<file path="config.mk">
export PLATFORM = sky130hd
export DESIGN_NAME = i2c_reg_target
export DESIGN_NICKNAME = d
export VERILOG_FILES = /design/src/rtl/i2c_tgt_pkg.sv /design/src/rtl/i2c_tgt_sampler.sv /design/src/rtl/i2c_tgt_engine.sv /design/src/rtl/i2c_reg_target.sv
export SDC_FILE = /design/constraint.sdc
export NUM_CORES = 1
export LEC_CHECK = 0
export BUFFER_PORTS_ARGS = -buffer_cell sky130_fd_sc_hd__buf_2
export CORE_MARGIN = 3
export CORE_UTILIZATION = 45
export DETAILED_ROUTE_END_ITERATION = 16
export GPL_ROUTABILITY_DRIVEN = 0
export PLACE_DENSITY_LB_ADDON = 0.25
export SYNTH_ARGS = -nofsm -noshare
export SYNTH_HDL_FRONTEND = slang
export SYNTH_SLANG_ARGS = --single-unit
</file>
<file path="constraint.sdc">
create_clock -name clk -period 2.6 [get_ports clk]
set_input_delay 0.13 -clock clk [delete_from_list [all_inputs] [get_ports clk]]
set_output_delay 0.13 -clock clk [all_outputs]
set_load 0.01 [all_outputs]
</file>
<file path="src/rtl/i2c_tgt_pkg.sv">
// Shared types and constants for the I2C register-access target.
// Assumes 8-bit bus bytes and 16-bit register words (two bytes per word).
package i2c_tgt_pkg;

    localparam int BYTE_W = 8;
    localparam int WORD_W = 2 * BYTE_W;

    // Bus-level state of the protocol engine.
    typedef enum logic [2:0] {
        ST_IDLE,   // waiting for START
        ST_RX,     // shifting in a byte from the host
        ST_ACK,    // driving our acknowledge bit
        ST_TX,     // shifting out a read byte
        ST_MACK,   // sampling the host's acknowledge
        ST_SKIP    // not addressed or readback ended: ignore until START/STOP
    } state_t;

    // Which byte of the transfer is being received.
    typedef enum logic [2:0] {
        PH_DEV,    // device address + R/W
        PH_PHI,    // pointer upper byte
        PH_PLO,    // pointer lower byte
        PH_DHI,    // data high byte
        PH_DLO     // data low byte
    } phase_t;

endpackage

</file>
<file path="src/rtl/i2c_tgt_sampler.sv">
// Bus line conditioner: synchronises SCL and SDA to clk and derives
// one-cycle SCL edge strobes and START/STOP conditions.
// Assumes clk is fast enough that each SCL level lasts several clk cycles.
module i2c_tgt_sampler #(
    parameter int SYNC_STAGES = 2
) (
    input  logic clk,
    input  logic rst_n,
    input  logic scl_i,
    input  logic sda_i,
    output logic scl_s,
    output logic sda_s,
    output logic scl_rise,
    output logic scl_fall,
    output logic start_ev,
    output logic stop_ev
);

    logic [SYNC_STAGES-1:0] scl_chain;
    logic [SYNC_STAGES-1:0] sda_chain;
    logic                   scl_p;
    logic                   sda_p;

    generate
        if (SYNC_STAGES == 1) begin : g_sync1
            // Single flop per line.
            always_ff @(posedge clk) begin
                if (!rst_n) begin
                    scl_chain <= 1'b1;
                    sda_chain <= 1'b1;
                end else begin
                    scl_chain <= scl_i;
                    sda_chain <= sda_i;
                end
            end
        end else begin : g_syncn
            // Shift chain per line, idle-high reset.
            always_ff @(posedge clk) begin
                if (!rst_n) begin
                    scl_chain <= '1;
                    sda_chain <= '1;
                end else begin
                    scl_chain <= {scl_chain[SYNC_STAGES-2:0], scl_i};
                    sda_chain <= {sda_chain[SYNC_STAGES-2:0], sda_i};
                end
            end
        end
    endgenerate

    assign scl_s = scl_chain[SYNC_STAGES-1];
    assign sda_s = sda_chain[SYNC_STAGES-1];

    // Keep the previous synchronised levels for edge detection.
    always_ff @(posedge clk) begin
        if (!rst_n) begin
            scl_p <= 1'b1;
            sda_p <= 1'b1;
        end else begin
            scl_p <= scl_s;
            sda_p <= sda_s;
        end
    end

    assign scl_rise = scl_s & ~scl_p;
    assign scl_fall = ~scl_s & scl_p;
    assign start_ev = scl_s & scl_p & sda_p & ~sda_s;
    assign stop_ev  = scl_s & scl_p & ~sda_p & sda_s;

endmodule

</file>
<file path="src/rtl/i2c_tgt_engine.sv">
// Protocol engine: device-address match, pointer capture, word writes,
// word readback and pointer advance. It acts only on the conditioned
// strobes from the sampler. Assumes the strobes are at least a few clk
// cycles apart and that the bank answers reg_rdata for reg_addr
// combinationally.
module i2c_tgt_engine
    import i2c_tgt_pkg::*;
#(
    parameter int         ADDR_W     = 10,
    parameter logic [4:0] DEV_PREFIX = 5'b01011
) (
    input  logic              clk,
    input  logic              rst_n,
    input  logic              scl_s,
    input  logic              sda_s,
    input  logic              scl_rise,
    input  logic              scl_fall,
    input  logic              start_ev,
    input  logic              stop_ev,
    input  logic [WORD_W-1:0] reg_rdata,
    output logic              sda_oe,
    output logic [ADDR_W-1:0] reg_addr,
    output logic              reg_we,
    output logic [WORD_W-1:0] reg_wdata
);

    localparam int HI_W = ADDR_W - BYTE_W;

    state_t              state;
    phase_t              phase;
    logic [3:0]          bit_cnt;
    logic [BYTE_W-1:0]   shreg;
    logic [BYTE_W-1:0]   rx_byte;
    logic [HI_W-1:0]     ptr_hi;
    logic [ADDR_W-1:0]   ptr;
    logic [BYTE_W-1:0]   wr_hi;
    logic [WORD_W-1:0]   tx_word;
    logic                is_read;
    logic                tx_lo;
    logic                half;
    logic                host_ack;

    assign rx_byte  = {shreg[BYTE_W-2:0], sda_s};
    assign reg_addr = ptr;

    // Main bus sequencer: one transition per SCL strobe or bus condition.
    always_ff @(posedge clk) begin
        if (!rst_n) begin
            state     <= ST_IDLE;
            phase     <= PH_DEV;
            bit_cnt   <= '0;
            shreg     <= '0;
            ptr_hi    <= '0;
            ptr       <= '0;
            wr_hi     <= '0;
            tx_word   <= '0;
            is_read   <= 1'b0;
            tx_lo     <= 1'b0;
            half      <= 1'b0;
            host_ack  <= 1'b0;
            sda_oe    <= 1'b0;
            reg_we    <= 1'b0;
            reg_wdata <= '0;
        end else begin
            reg_we <= 1'b0;
            if (reg_we) ptr <= ptr + 1'b1;
            if (start_ev) begin
                state   <= ST_RX;
                phase   <= PH_DEV;
                bit_cnt <= '0;
                sda_oe  <= 1'b0;
                half    <= 1'b0;
            end else if (stop_ev) begin
                state  <= ST_IDLE;
                sda_oe <= 1'b0;
                half   <= 1'b0;
            end else begin
                unique case (state)
                    ST_RX: if (scl_rise) begin
                        shreg   <= rx_byte;
                        bit_cnt <= bit_cnt + 4'd1;
                        if (bit_cnt == 4'd7) begin
                            bit_cnt <= '0;
                            state   <= ST_ACK;
                            unique case (phase)
                                PH_DEV: begin
                                    is_read <= rx_byte[0];
                                    if (rx_byte[7:3] != DEV_PREFIX) state <= ST_SKIP;
                                end
                                PH_PHI: ptr_hi <= rx_byte[HI_W-1:0];
                                PH_PLO: ptr    <= {ptr_hi, rx_byte};
                                PH_DHI: wr_hi  <= rx_byte;
                                PH_DLO: begin
                                    reg_we    <= 1'b1;
                                    reg_wdata <= {wr_hi, rx_byte};
                                end
                                default: state <= ST_SKIP;
                            endcase
                        end
                    end
                    ST_ACK: if (scl_fall) begin
                        if (!half) begin
                            sda_oe <= 1'b1;
                            half   <= 1'b1;
                        end else begin
                            half <= 1'b0;
                            if (phase == PH_DEV && is_read) begin
                                state   <= ST_TX;
                                tx_word <= reg_rdata;
                                tx_lo   <= 1'b0;
                                sda_oe  <= ~reg_rdata[WORD_W-1];
                            end else begin
                                sda_oe <= 1'b0;
                                state  <= ST_RX;
                                unique case (phase)
                                    PH_DEV:  phase <= PH_PHI;
                                    PH_PHI:  phase <= PH_PLO;
                                    PH_PLO:  phase <= PH_DHI;
                                    PH_DHI:  phase <= PH_DLO;
                                    default: phase <= PH_DHI;
                                endcase
                            end
                        end
                    end
                    ST_TX: begin
                        if (scl_rise) begin
                            tx_word <= tx_word << 1;
                            bit_cnt <= bit_cnt + 4'd1;
                        end else if (scl_fall) begin
                            if (bit_cnt == 4'd8) begin
                                sda_oe <= 1'b0;
                                state  <= ST_MACK;
                                half   <= 1'b0;
                            end else begin
                                sda_oe <= ~tx_word[WORD_W-1];
                            end
                        end
                    end
                    ST_MACK: begin
                        if (scl_rise) begin
                            host_ack <= ~sda_s;
                            half     <= 1'b1;
                            if (tx_lo) ptr <= ptr + 1'b1;
                        end else if (scl_fall && half) begin
                            half    <= 1'b0;
                            bit_cnt <= '0;
                            if (!host_ack) begin
                                state <= ST_SKIP;
                            end else if (!tx_lo) begin
                                tx_lo  <= 1'b1;
                                state  <= ST_TX;
                                sda_oe <= ~tx_word[WORD_W-1];
                            end else begin
                                tx_lo   <= 1'b0;
                                tx_word <= reg_rdata;
                                state   <= ST_TX;
                                sda_oe  <= ~reg_rdata[WORD_W-1];
                            end
                        end
                    end
                    default: ;
                endcase
            end
        end
    end

    // the pull-down only moves while SCL is low.
    a_r11_oe_moves_scl_low: assert property (@(posedge clk) disable iff (!rst_n)
        !$stable(sda_oe) |-> !scl_s);

    // a write strobe lasts one cycle.
    a_r6_we_single_pulse: assert property (@(posedge clk) disable iff (!rst_n)
        reg_we |=> !reg_we);

    // the pointer steps by one right after a word write.
    a_r9_ptr_step_after_write: assert property (@(posedge clk) disable iff (!rst_n)
        reg_we |=> (reg_addr == $past(reg_addr) + 1'b1));

    // silent while idle or ignoring the bus.
    a_r3_quiet_unaddressed: assert property (@(posedge clk) disable iff (!rst_n)
        (state == ST_IDLE || state == ST_SKIP) |-> (!sda_oe && !reg_we));

    // during the acknowledge clock the line is held low.
    a_r5_ack_held_low: assert property (@(posedge clk) disable iff (!rst_n)
        (state == ST_ACK && half) |-> sda_oe);

endmodule

</file>
<file path="src/rtl/i2c_reg_target.sv">
// Top of the I2C register-access target: line conditioner plus protocol
// engine. Assumes an external open-drain pad (sda_oe pulls low) and a
// register bank with combinational read data.
module i2c_reg_target
    import i2c_tgt_pkg::*;
#(
    parameter int         ADDR_W      = 10,
    parameter int         SYNC_STAGES = 2,
    parameter logic [4:0] DEV_PREFIX  = 5'b01011
) (
    input  logic              clk,
    input  logic              rst_n,
    input  logic              scl_i,
    input  logic              sda_i,
    output logic              sda_oe,
    output logic [ADDR_W-1:0] reg_addr,
    output logic              reg_we,
    output logic [WORD_W-1:0] reg_wdata,
    input  logic [WORD_W-1:0] reg_rdata
);

    logic scl_s, sda_s, scl_rise, scl_fall, start_ev, stop_ev;

    i2c_tgt_sampler #(
        .SYNC_STAGES(SYNC_STAGES)
    ) sampler_i (
        .clk      (clk),
        .rst_n    (rst_n),
        .scl_i    (scl_i),
        .sda_i    (sda_i),
        .scl_s    (scl_s),
        .sda_s    (sda_s),
        .scl_rise (scl_rise),
        .scl_fall (scl_fall),
        .start_ev (start_ev),
        .stop_ev  (stop_ev)
    );

    i2c_tgt_engine #(
        .ADDR_W     (ADDR_W),
        .DEV_PREFIX (DEV_PREFIX)
    ) engine_i (
        .clk       (clk),
        .rst_n     (rst_n),
        .scl_s     (scl_s),
        .sda_s     (sda_s),
        .scl_rise  (scl_rise),
        .scl_fall  (scl_fall),
        .start_ev  (start_ev),
        .stop_ev   (stop_ev),
        .reg_rdata (reg_rdata),
        .sda_oe    (sda_oe),
        .reg_addr  (reg_addr),
        .reg_we    (reg_we),
        .reg_wdata (reg_wdata)
    );

endmodule

</file>
==> impl_metrics.csv <==
group,metric,value,unit
status,status,"finished clean",
sta,grt_setup_unrepaired,"no",
power_and_ir_drop,vdd_ir_drop_max,0.000326,V
global_route,grt_pass1_wl,15.3,mm
critical_path,rr_worst_depth,5,
sta,period_minus_slack,2270,ps
global_route,grt_start_max_net_pins,42,
logic_synthesis,synth_area,0.00396,sq mm
sta,hold_violations,0,
logic_synthesis,syn-num-nets,485,
routing,vias,3378,
logic_synthesis,syn_inst,462,
power_and_ir_drop,total_power,2230,uW
floorplan,die_h,99.8,microns
logic_synthesis,synth_edf_count,0,
critical_path,crit_required,2870,ps
clock_tree,cts_made_buffers,9,
global_route,grt_usage,18.7,%
global_route,antenna_found_initial,0,
floorplan,floorplan.initialDensity,47.2,%
clock_tree,cts_setup_buffers,0,
sta,max_slew_margin,61.0,%
routing,drt_iter0_drc,101,
clock_tree,clock_latency,350,ps
logic_synthesis,yosysTopAreaCell,"dfxtp_1",
finish,final_area,0.00446,sq mm
critical_path,timing.rr.start,"engine_i.state[0]$_SDFFE_PN0P_",
floorplan,rows,33,
clock_tree,hold_buffers,2,
hold_path,min-delay-start,"reg_rdata[2]",
clock_tree,clk_pin_slew,80,ps
logic_synthesis,syn_area_per_cell,8.57,sq um
finish,synthToLayoutAreaGrowth,12.7,%
routing,routed_wl,8.77,mm
finish,nFillCells,810,
routing,drc,0,
sta,max_freq,0.441,GHz
logic_synthesis,yosysSeqAreaShare,41.0,%
clock_tree,cts_tree,"done",
logic_synthesis,synth_warnings,0,
floorplan,die_x,99.8,microns
finish,antenna_cells,0,
power_and_ir_drop,p_int,1720,uW
logic_synthesis,synth.top_cell.area_share,41.0,%
critical_path,cp_max_fo,14,
logic_synthesis,synth_common_cells,"nand2_1 (86), dfxtp_1 (81), nor2_1 (51)",
routing,via_per_inst,5.50,
power_and_ir_drop,power_frac_clock,40.3,%
critical_path,critical_path_class,"reg2reg",
routing,routedWlPerCell,14.3,microns
finish,layout.nets,527,
power_and_ir_drop,p_switching,509,uW
placed_design,placed_cell_area,0.00425,sq mm
sta,drv_slew,0,
critical_path,startpoint_type,"flop",
sta,fin_hold_ws,56.4,ps
routing,ant_nets,0,
clock_tree,cts.path.max_buffers,2,
critical_path,cp_data_arrival_time,2540,ps
hold_path,hold_depth,3,
sta,setup_ws,332,ps
global_route,grt-ovfl-total,0,
power_and_ir_drop,p_leak,0.00163,uW
flow_run,cap_viol_max_count,0,
logic_synthesis,synthDistinctLibCells,71,
clock_tree,post_cts_resized,0,
finish,seqCellArea,0.00162,sq mm
clock_tree,cts_num_sinks,81,
power_and_ir_drop,swShare,22.8,%
sta,setup_tns,0,ps
logic_synthesis,async_flop_share,0,%
power_and_ir_drop,p_per_area,499,mW/mm^2
placed_design,place_hpwl,6.06,mm
placed_design,io_buffers,47,
sta,worst_pin_slew,576,ps
power_and_ir_drop,pwr-share-seq,56.2,%
routing,firstDrtPassIters,4,
floorplan,die-area,0.00996,sq mm
sta,period_share,87.2,%
clock_tree,h-tree-depth,3,
floorplan,core_area,0.00838,sq mm
logic_synthesis,yosysMostFrequentCell,"nand2_1",
critical_path,startpoint,"engine_i.state[0]$_SDFFE_PN0P_",
hold_path,hold_path.class,"in2reg",
sta,skew,8.18,ps
sta,setup_viol,0,
clock_tree,root_buffer,"clkbuf_8",
logic_synthesis,ys_seq_elements,81,
floorplan,io_pins,48,
logic_synthesis,synth_area_leaders,"dfxtp_1 (41%), nand2_1 (8.2%), mux2i_1 (5.3%)",
placed_design,pre_cts_ws,378,ps
critical_path,cp-end-kind,"flop",
finish,multi_input_area,0.00212,sq mm
power_and_ir_drop,combPwrFrac,3.5,%
finish,layout-drive-gt1-share,20.2,%
logic_synthesis,ys.flop_type,"dfxtp_1",
global_route,grt_pass1_vias,3232,
[routing by layer]
metal / GRT usage, % / vias to the layer above / share of wire [%]
met5: 0 / - / 0
met4: 7.46 / 0 / 1.9
met3: 3.82 / 17 / 3.5
met2: 30.4 / 61 / 49
met1: 24.2 / 1601 / 46
li1: - / 1699 / -
[cells by family (layout without fill, tap and decap cells)]
family	Yosys count	after routing	share of synthesized area, %
buf+inv	41	88	5.37
flops	81	81	41.0
xor+xnor	12	12	2.66
simple gates	211	211	26.1
fa+ha+maj	3	3	0.949
compound gates	92	92	18.4
mux	22	22	5.60
[cell type report]
cell class,count,area share [%]
Sequential cell,81,36.4
Inverter,12,1.01
Timing Repair Buffer,60,7.86
Clock inverter,5,1.26
Tap cell,105,2.95
Multi-Input combinational cell,340,47.6
Clock buffer,11,2.95
[cells in the final DEF (no fill, tap or decap), types with 3 or more instances in the layout]
cell type,n
a21oi_1,29
a22oi_1,4
a311oi_1,3
a311oi_2,13
and2_1,3
and2b_2,3
and3_1,3
and3b_1,3
buf_2,47
buf_4,10
clkbuf_8,9
dfxtp_1,81
ha_1,3
inv_1,11
mux2i_1,21
nand2_1,86
nand2b_1,7
nand3_1,12
nand4_1,5
nor2_1,51
nor2b_1,3
nor3_1,9
nor4_1,4
o21ai_0,16
o311ai_0,3
xnor2_1,5
xor2_1,7
[worst paths after layout]
path	slack, ps	end
worst max-delay path	330	engine_i.tx_lo$_SDFFE_PN0P_
worst min register to register	400	sampler_i.scl_chain[1]$_SDFF_PN1_
worst max register to register	330	engine_i.tx_lo$_SDFFE_PN0P_
worst min-delay path	60	engine_i.tx_word[2]$_SDFFE_PN0P_
[through the flow]
| step | instances | utilization (%) |
|---|---|---|
| floorplan | 462 | - |
| global placement | 596 | 50.7 |
| detailed placement | 596 | 50.7 |
| CTS | 614 | 53.2 |
| global route | 614 | 53.2 |
| finish | 614 | 53.2 |
[worst max-delay path, stage by stage, from the launching register on]
cell and delay, ps:
dfxtp_1 600, or3b_1 280, o32ai_2 130, or4_1 550, or4b_1 470, a31oi_1 160
[registers in the layout, summed over array words and instances (netlist names)]
name	count
engine_i.sda_oe	1
engine_i.state	3
engine_i.wr_hi	8
engine_i.is_read	1
engine_i.reg_we	1
engine_i.half	1
engine_i.reg_wdata	16
sampler_i.scl_p	1
engine_i.tx_word	16
engine_i.ptr_hi	2
engine_i.shreg	7
engine_i.host_ack	1
sampler_i.sda_chain	2
engine_i.tx_lo	1
engine_i.bit_cnt	4
engine_i.reg_addr	10
engine_i.phase	3
sampler_i.scl_chain	2
sampler_i.sda_p	1
[power by group through the flow]
| stage | clock network (uW) | registers, uW | logic, uW |
|---|---|---|---|
| detailed placement | 0 | 1280 | 75.6 |
| finish | 897 | 1250 | 77.3 |
| global route | 977 | 1250 | 86.4 |
| CTS | 924 | 1250 | 78.4 |
| floorplan | 0 | 1280 | 52.2 |
| global placement | 0 | 1280 | 75.1 |
(Power assumes the default switching activity.)
